<file path="src/rtl/exc_entry_pkg.sv">
// Shared definitions for the exception entry controller.
// Assumes a 16-bit status word with the bit positions below.
package exc_entry_pkg;
    localparam int MSR_W   = 16;
    localparam int B_IE    = 1;
    localparam int B_BIP   = 3;
    localparam int B_EIP   = 9;
    localparam int B_UM    = 11;
    localparam int B_UMS   = 12;
    localparam int B_VM    = 13;
    localparam int B_VMS   = 14;
    localparam int RA_W    = 5;
    localparam logic [RA_W-1:0] REG_IRQ = 5'd14;
    localparam logic [RA_W-1:0] REG_BRK = 5'd16;
    localparam logic [RA_W-1:0] REG_EXC = 5'd17;
    localparam logic [7:0] OFS_IRQ = 8'h10;
    localparam logic [7:0] OFS_BRK = 8'h18;
    localparam logic [7:0] OFS_EXC = 8'h20;

    typedef enum logic [2:0] {
        EV_NONE  = 3'd0,
        EV_HWBRK = 3'd1,
        EV_MMU   = 3'd2,
        EV_HWEXC = 3'd3,
        EV_SWBRK = 3'd4,
        EV_IRQ   = 3'd5
    } ev_e;
endpackage

</file>
<file path="src/rtl/exc_arbiter.sv">
// Selects at most one event per cycle by fixed rank and applies the
// interrupt gate. Purely combinational; assumes requests are level inputs.
module exc_arbiter
    import exc_entry_pkg::*;
(
    input  logic hw_brk_req,
    input  logic mmu_fault_req,
    input  logic hw_exc_req,
    input  logic sw_brk_req,
    input  logic irq_req,
    input  logic exc_enable,
    input  logic msr_ie,
    input  logic msr_eip,
    input  logic msr_bip,
    input  logic in_dslot,
    input  logic after_imm,
    output ev_e  ev_sel
);
    logic irq_ok;

    // Interrupt is acceptable only in a clean, enabled, non-nested state.
    always_comb begin
        irq_ok = irq_req && msr_ie && !msr_eip && !msr_bip && !in_dslot && !after_imm;
    end

    // Fixed-rank pick of the winning event.
    always_comb begin
        if (hw_brk_req)                     ev_sel = EV_HWBRK;
        else if (mmu_fault_req)             ev_sel = EV_MMU;
        else if (hw_exc_req && exc_enable)  ev_sel = EV_HWEXC;
        else if (sw_brk_req)                ev_sel = EV_SWBRK;
        else if (irq_ok)                    ev_sel = EV_IRQ;
        else                                ev_sel = EV_NONE;
    end
endmodule

</file>
<file path="src/rtl/exc_retaddr.sv">
// Computes the return address, its target register and the handler
// address for the selected event. Combinational; assumes word-aligned PC.
module exc_retaddr
    import exc_entry_pkg::*;
#(
    parameter int          XLEN     = 32,
    parameter logic [31:0] VEC_BASE = 32'h0000_0000
)(
    input  ev_e             ev_sel,
    input  logic [XLEN-1:0] cur_pc,
    input  logic            in_dslot,
    input  logic            after_imm,
    input  logic            dslot_imm,
    input  logic [XLEN-1:0] branch_target,
    output logic            rf_we_d,
    output logic [RA_W-1:0] rf_addr_d,
    output logic [XLEN-1:0] rf_data_d,
    output logic [XLEN-1:0] redir_pc_d
);
    localparam logic [XLEN-1:0] BASE = XLEN'(VEC_BASE);
    logic [XLEN-1:0] mmu_back;

    // Amount to step back so the faulting branch (and its prefix) re-executes.
    always_comb begin
        if (in_dslot)       mmu_back = dslot_imm ? XLEN'(8) : XLEN'(4);
        else if (after_imm) mmu_back = XLEN'(4);
        else                mmu_back = '0;
    end

    // Per-event register write and handler address.
    always_comb begin
        rf_we_d    = 1'b0;
        rf_addr_d  = '0;
        rf_data_d  = '0;
        redir_pc_d = '0;
        unique case (ev_sel)
            EV_HWBRK: begin
                rf_we_d    = 1'b1;
                rf_addr_d  = REG_BRK;
                rf_data_d  = cur_pc;
                redir_pc_d = BASE + XLEN'(OFS_BRK);
            end
            EV_MMU: begin
                rf_we_d    = 1'b1;
                rf_addr_d  = REG_EXC;
                rf_data_d  = cur_pc - mmu_back;
                redir_pc_d = BASE + XLEN'(OFS_EXC);
            end
            EV_HWEXC: begin
                rf_we_d    = 1'b1;
                rf_addr_d  = REG_EXC;
                rf_data_d  = cur_pc + XLEN'(4);
                redir_pc_d = BASE + XLEN'(OFS_EXC);
            end
            EV_SWBRK: begin
                redir_pc_d = branch_target;
            end
            EV_IRQ: begin
                rf_we_d    = 1'b1;
                rf_addr_d  = REG_IRQ;
                rf_data_d  = cur_pc;
                redir_pc_d = BASE + XLEN'(OFS_IRQ);
            end
            default: ;
        endcase
    end
endmodule

</file>
<file path="src/rtl/exc_state.sv">
// Holds the status word, delay-slot status bit, saved branch target and
// the registered pulse outputs. Assumes ev_sel is already arbitrated.
module exc_state
    import exc_entry_pkg::*;
#(
    parameter int XLEN = 32
)(
    input  logic             clk,
    input  logic             rst_n,
    input  ev_e              ev_sel,
    input  logic             in_dslot,
    input  logic [XLEN-1:0]  branch_target,
    input  logic             msr_load,
    input  logic [MSR_W-1:0] msr_load_val,
    input  logic             rf_we_d,
    input  logic [RA_W-1:0]  rf_addr_d,
    input  logic [XLEN-1:0]  rf_data_d,
    input  logic [XLEN-1:0]  redir_pc_d,
    output logic [MSR_W-1:0] msr_q,
    output logic             esr_ds,
    output logic [XLEN-1:0]  btr_q,
    output logic             redir_valid,
    output logic [XLEN-1:0]  redir_pc,
    output logic             rf_we,
    output logic [RA_W-1:0]  rf_addr,
    output logic [XLEN-1:0]  rf_data,
    output logic             flags_clr
);
    logic             is_exc;
    logic [MSR_W-1:0] msr_next;

    // Exception class: hardware exception or translation fault.
    always_comb begin
        is_exc = (ev_sel == EV_HWEXC) || (ev_sel == EV_MMU);
    end

    // Next status word: mode-bit shadowing plus per-event flags.
    always_comb begin
        msr_next = msr_q;
        if (ev_sel != EV_NONE) begin
            msr_next[B_VMS] = msr_q[B_VM];
            msr_next[B_UMS] = msr_q[B_UM];
            msr_next[B_VM]  = 1'b0;
            msr_next[B_UM]  = 1'b0;
            if (ev_sel == EV_IRQ) msr_next[B_IE] = 1'b0;
            if (is_exc) msr_next[B_EIP] = 1'b1;
            if ((ev_sel == EV_HWBRK) || (ev_sel == EV_SWBRK)) msr_next[B_BIP] = 1'b1;
        end else if (msr_load) begin
            msr_next = msr_load_val;
        end
    end

    // Architectural state registers.
    always_ff @(posedge clk) begin
        if (!rst_n) begin
            msr_q  <= '0;
            esr_ds <= 1'b0;
            btr_q  <= '0;
        end else begin
            msr_q <= msr_next;
            if (is_exc) begin
                esr_ds <= in_dslot;
                if (in_dslot) btr_q <= branch_target;
            end
        end
    end

    // One-cycle redirect, register-write and flag-clear strobes.
    always_ff @(posedge clk) begin
        if (!rst_n) begin
            redir_valid <= 1'b0;
            redir_pc    <= '0;
            rf_we       <= 1'b0;
            rf_addr     <= '0;
            rf_data     <= '0;
            flags_clr   <= 1'b0;
        end else begin
            redir_valid <= (ev_sel != EV_NONE);
            redir_pc    <= redir_pc_d;
            rf_we       <= rf_we_d;
            rf_addr     <= rf_addr_d;
            rf_data     <= rf_data_d;
            flags_clr   <= is_exc;
        end
    end
endmodule

</file>
<file path="src/rtl/exc_entry_ctrl.sv">
// Top of the exception entry controller: arbitration, return-address
// computation and state update. Assumes the core holds its inputs stable
// across the sampling edge and acts on the redirect in the next cycle.
module exc_entry_ctrl
    import exc_entry_pkg::*;
#(
    parameter int          XLEN     = 32,
    parameter logic [31:0] VEC_BASE = 32'h0000_0000
)(
    input  logic             clk,
    input  logic             rst_n,
    input  logic             hw_brk_req,
    input  logic             mmu_fault_req,
    input  logic             hw_exc_req,
    input  logic             sw_brk_req,
    input  logic             irq_req,
    input  logic             exc_enable,
    input  logic [XLEN-1:0]  cur_pc,
    input  logic             in_dslot,
    input  logic             after_imm,
    input  logic             dslot_imm,
    input  logic [XLEN-1:0]  branch_target,
    input  logic             msr_load,
    input  logic [MSR_W-1:0] msr_load_val,
    output logic             redir_valid,
    output logic [XLEN-1:0]  redir_pc,
    output logic             rf_we,
    output logic [RA_W-1:0]  rf_addr,
    output logic [XLEN-1:0]  rf_data,
    output logic             flags_clr,
    output logic [MSR_W-1:0] msr_q,
    output logic             esr_ds,
    output logic [XLEN-1:0]  btr_q
);
    ev_e             ev_sel;
    logic            rf_we_d;
    logic [RA_W-1:0] rf_addr_d;
    logic [XLEN-1:0] rf_data_d;
    logic [XLEN-1:0] redir_pc_d;

    exc_arbiter u_arb (
        .hw_brk_req    (hw_brk_req),
        .mmu_fault_req (mmu_fault_req),
        .hw_exc_req    (hw_exc_req),
        .sw_brk_req    (sw_brk_req),
        .irq_req       (irq_req),
        .exc_enable    (exc_enable),
        .msr_ie        (msr_q[B_IE]),
        .msr_eip       (msr_q[B_EIP]),
        .msr_bip       (msr_q[B_BIP]),
        .in_dslot      (in_dslot),
        .after_imm     (after_imm),
        .ev_sel        (ev_sel)
    );

    exc_retaddr #(.XLEN(XLEN), .VEC_BASE(VEC_BASE)) u_ret (
        .ev_sel        (ev_sel),
        .cur_pc        (cur_pc),
        .in_dslot      (in_dslot),
        .after_imm     (after_imm),
        .dslot_imm     (dslot_imm),
        .branch_target (branch_target),
        .rf_we_d       (rf_we_d),
        .rf_addr_d     (rf_addr_d),
        .rf_data_d     (rf_data_d),
        .redir_pc_d    (redir_pc_d)
    );

    exc_state #(.XLEN(XLEN)) u_st (
        .clk           (clk),
        .rst_n         (rst_n),
        .ev_sel        (ev_sel),
        .in_dslot      (in_dslot),
        .branch_target (branch_target),
        .msr_load      (msr_load),
        .msr_load_val  (msr_load_val),
        .rf_we_d       (rf_we_d),
        .rf_addr_d     (rf_addr_d),
        .rf_data_d     (rf_data_d),
        .redir_pc_d    (redir_pc_d),
        .msr_q         (msr_q),
        .esr_ds        (esr_ds),
        .btr_q         (btr_q),
        .redir_valid   (redir_valid),
        .redir_pc      (redir_pc),
        .rf_we         (rf_we),
        .rf_addr       (rf_addr),
        .rf_data       (rf_data),
        .flags_clr     (flags_clr)
    );
endmodule

</file>
<file path="config.mk">
export PLATFORM = sky130hd
export DESIGN_NAME = exc_entry_ctrl
export DESIGN_NICKNAME = d
export VERILOG_FILES = /design/src/rtl/exc_entry_pkg.sv /design/src/rtl/exc_arbiter.sv /design/src/rtl/exc_retaddr.sv /design/src/rtl/exc_state.sv /design/src/rtl/exc_entry_ctrl.sv
export SDC_FILE = /design/constraint.sdc
export NUM_CORES = 1
export LEC_CHECK = 0
export BUFFER_PORTS_ARGS = -buffer_cell sky130_fd_sc_hd__buf_2
export CORE_AREA = 8 8 128 130
export CTS_CLUSTER_DIAMETER = 30
export CTS_CLUSTER_SIZE = 28
export DETAILED_ROUTE_END_ITERATION = 7
export DIE_AREA = 0 0 136 138
export PLACE_DENSITY = 0.66
export SETUP_SLACK_MARGIN = 0.15
export SLEW_MARGIN = 5
export SYNTH_ARGS = -nofsm -noshare
export SYNTH_HDL_FRONTEND = slang
export SYNTH_SLANG_ARGS = --single-unit
</file>
<file path="constraint.sdc">
create_clock -name clk -period 11.8 [get_ports clk]
set_input_delay 2.36 -clock clk [delete_from_list [all_inputs] [get_ports clk]]
set_output_delay 2.36 -clock clk [all_outputs]
set_load 0.02 [all_outputs]
</file>
==> key figures <==
Status
  – Status: finished clean

Layout
  – Fraction of layout cells with a size suffix above 1: 30.5%
  – Register area: 2360 um^2
  – Area of the multi-input gates: about 3100 um^2
  – Filler instances: 1404
  – Nets: 971
  – Final core occ: 51.8%
  – Layout area overhead: 31.5%
  – Ant diodes: 0

Critical path
  – Crit path max-delay family: compound AO/OA/AOI/OAI gates
  – Crit path max fanout: 31
  – CP Cell Sequence: buf_2 -> mux2i_1 -> ha_1 -> nor2_2 -> buf_4 -> ha_1 -> nand4b_1 -> a211oi_4 -> o211ai_1 -> a31oi_1 -> nor3b_1 -> o311ai_0 -> nand3b_1
  – Startpoint Class: input pin
  – Most common cell on crit path: ha_1
  – Data required, critical path: 12080 ps
  – Max incr delay on CP: ~400 ps
  – Crit. End Element: register
  – Worst EP arrival: 5420 ps
  – CP Class: input pin to register
  – CP bufs+invs: 2
  – Slowest stage cell, crit path: ha_1

Global routing
  – Remaining global-route overflow: 0
  – Busiest metal layer after global routing: met2
  – Vias in the first global route: 5118
  – Largest net degree at the start of global routing: 70
  – GR Layer Usage met1: 21.0%
  – Grt met3 use: 5.04%
  – First-pass GRT wire length: between 20 and 30 mm
  – Initial antenna violation count: 0
  – Met2 Resource Use GR: approximately 30%
  – Gr usage total: between 10% and 20%

Synthesis
  – Register area share after synthesis: 41.9%
  – Asr flop ratio synth: 0%
  – Syn_nets: around 770
  – Dominant synthesized flop cell: dfxtp_1
  – Cell area after synthesis: 5640 um^2
  – Distinct cells, synth: 61
  – Mean Syn Cell Area: 8.70 um^2
  – Mapped Cells: 649
  – #FFs+latches synth: 118
  – Ys Warns: 0
  – Number of synthesized flops with an enable pin: 0

Clock network
  – Longest Clk Path Bufs: 2
  – H-tree depth: 4
  – Worst-Skew Late Latency: 410 ps
  – CTS tree: built
  – Post-CTS setup buffers: 0
  – Hold buffer count at cts: 0
  – Root buffer cell: clkbuf_16
  – Resize count post-CTS: 0
  – Number of CTS-inserted buffers: 17
  – Clock transition at path regs: 50 ps
  – Clock sink total: 118

Run
  – Max Cap Viol: 0

Route
  – Vias: about 5200
  – Wire per inst: between 15 and 20 um
  – Post-route ant nets: 0
  – Via/cell ratio: 5.01
  – Detailed Routing Iterations Pass 1: 5
  – Routed wire length: around 17 mm
  – DR iter-0 viols: 231
  – Drc violations: 0

Die
  – Std cell rows: 44
  – Die width: 136 um
  – Ports: approximately 210
  – Die height: around 140 um
  – Full die area: 18800 um^2
  – CORE AREA: 14300 um^2
  – Initial Utilization: between 30% and 40%

STA
  – Fmax: 0.195 GHz
  – Setup Skew: 7.67 ps
  – Setup TNS: 0 ps
  – RSZ-0062 raised after global routing: no
  – Max-slew violations: 0
  – Final worst-path cycle share: 43.6%
  – Slew HR: 42.1%
  – Fin crit period: 5140 ps
  – Final setup viols: 0
  – Final hold vios: 0
  – Least-Margin Pin Slew: 868 ps

Placement
  – Final GP Congestion: 0.936
  – HPWL after DPL: 13.0 mm
  – Port buffer count: 212

Power and ir drop
  – Leakage: approximately 3.5 nW
  – VDD IR max: 0.0000840 V
  – Power Total: 1.19 mW
  – Power Dens Cells: 161 nW/um^2

Worst hold path
  – Min-delay worst type: register to register
==> layout by cell type (no fill, tap or decap), types with 7 or more instances in the layout <==
cell type and count:
nor2_1 28, and3_1 7, inv_1 11, nand2_1 123, a22oi_1 14, a21boi_0 44
o21ai_0 26, a21oi_1 33, dfxtp_1 118, xnor2_1 13, xor2_1 8, and2_1 36
clkbuf_16 17, nor3_1 7, a21o_1 16, buf_2 212, ha_1 30, nor2b_1 18
==> cell families after synthesis <==
logic type                 count (synthesis)  synth area share, %
buffers and inverters                     48                 3.68
AOI/OAI and AO/OA                        177                 22.3
DFF                                      118                 41.9
adders and majority gates                 31                 7.01
xor gates and xnor gates                  21                 3.26
and+or+nand+nor                          248                 20.8
muxes                                      6                 1.09
==> power breakdown <==
group	total, mW	leakage [nW]	switching [mW]	internal [mW]
clock network	0.530	0.297	0.191	0.339
logic	0.241	2.27	0.145	0.0962
registers	0.424	0.965	0.00648	0.418
total	1.19	3.53	0.342	0.853
==> worst paths after layout <==
check                     start          endpoint  slack, ps  cells after the start
hold reg to reg   u_st.btr_q[4]     u_st.btr_q[4]        460                      2
setup reg to reg  u_st.msr_q[1]  u_st.rf_data[16]       8980                      6
hold / removal    u_st.btr_q[4]     u_st.btr_q[4]        460                      2
setup / recovery       in_dslot  u_st.rf_data[31]       6660                     13
==> sequential cells by signal, indices dropped and copies added (netlist names) <==
register	cells
u_st.btr_q	32
u_st.esr_ds	1
u_st.msr_q	16
u_st.redir_pc	32
u_st.redir_valid	1
u_st.rf_addr	3
u_st.rf_data	32
u_st.rf_we	1
==> through the flow <==
stage	area [um^2]	worst slack, ps	std cells	hold slack (ps)
after CTS	7420	6680	1045	462
final	7420	6660	1045	460
after global placement	6810	6370	1013	449
after detailed placement	6810	6290	1013	454
after global routing	7420	6350	1045	483
after floorplan	5640	5930	649	468
==> tightest hold or removal path: cells and delay by family (launching register included) <==
kind,cells,cell delay [ps]
compound gates,1,60
flops,1,300
simple gates,1,40
==> metal layers <==
layer  vias up  part of all wire (%)
met1      2404                    43
met5         -                     0
met3         9                   7.2
li1       2651                     -
met4         0                  0.67
met2       173                    49
==> cells in the mapped netlist (4+ instances only) <==
| cell type | number | area [um^2] |
|---|---|---|
| a21boi_0 | 44 | 330 |
| nand2_1 | 123 | 462 |
| xnor2_1 | 13 | 114 |
| buf_4 | 6 | 45.0 |
| dfxtp_1 | 118 | 2360 |
| nor2_1 | 29 | 109 |
| o21ai_1 | 4 | 20.0 |
| ha_1 | 30 | 375 |
| a22oi_1 | 14 | 105 |
| nor3_1 | 7 | 35.0 |
| nand2b_1 | 5 | 31.3 |
| nand4_1 | 5 | 31.3 |
| o21a_1 | 4 | 30.0 |
| mux2i_1 | 5 | 50.1 |
| nor2b_1 | 18 | 113 |
| o21ai_0 | 26 | 130 |
| a21oi_1 | 33 | 165 |
| xor2_1 | 8 | 70.1 |
| inv_1 | 11 | 41.3 |
| and3_1 | 7 | 43.8 |
| and2_1 | 35 | 219 |
| clkbuf_1 | 26 | 97.6 |
| a21o_1 | 16 | 120 |
| nand3_1 | 5 | 25.0 |
==> final cells by class <==
| class | instances | share of cell area [%] |
|---|---|---|
| Multi-Input combinational cell | 483 | 41.5 |
| Sequential cell | 118 | 31.8 |
| Timing Repair Buffer | 217 | 14.8 |
| Clock buffer | 18 | 5.92 |
| Tap cell | 184 | 3.10 |
| Clock inverter | 14 | 2.33 |
| Inverter | 11 | 0.556 |
Note: power is estimated with default switching activity, not from simulation.
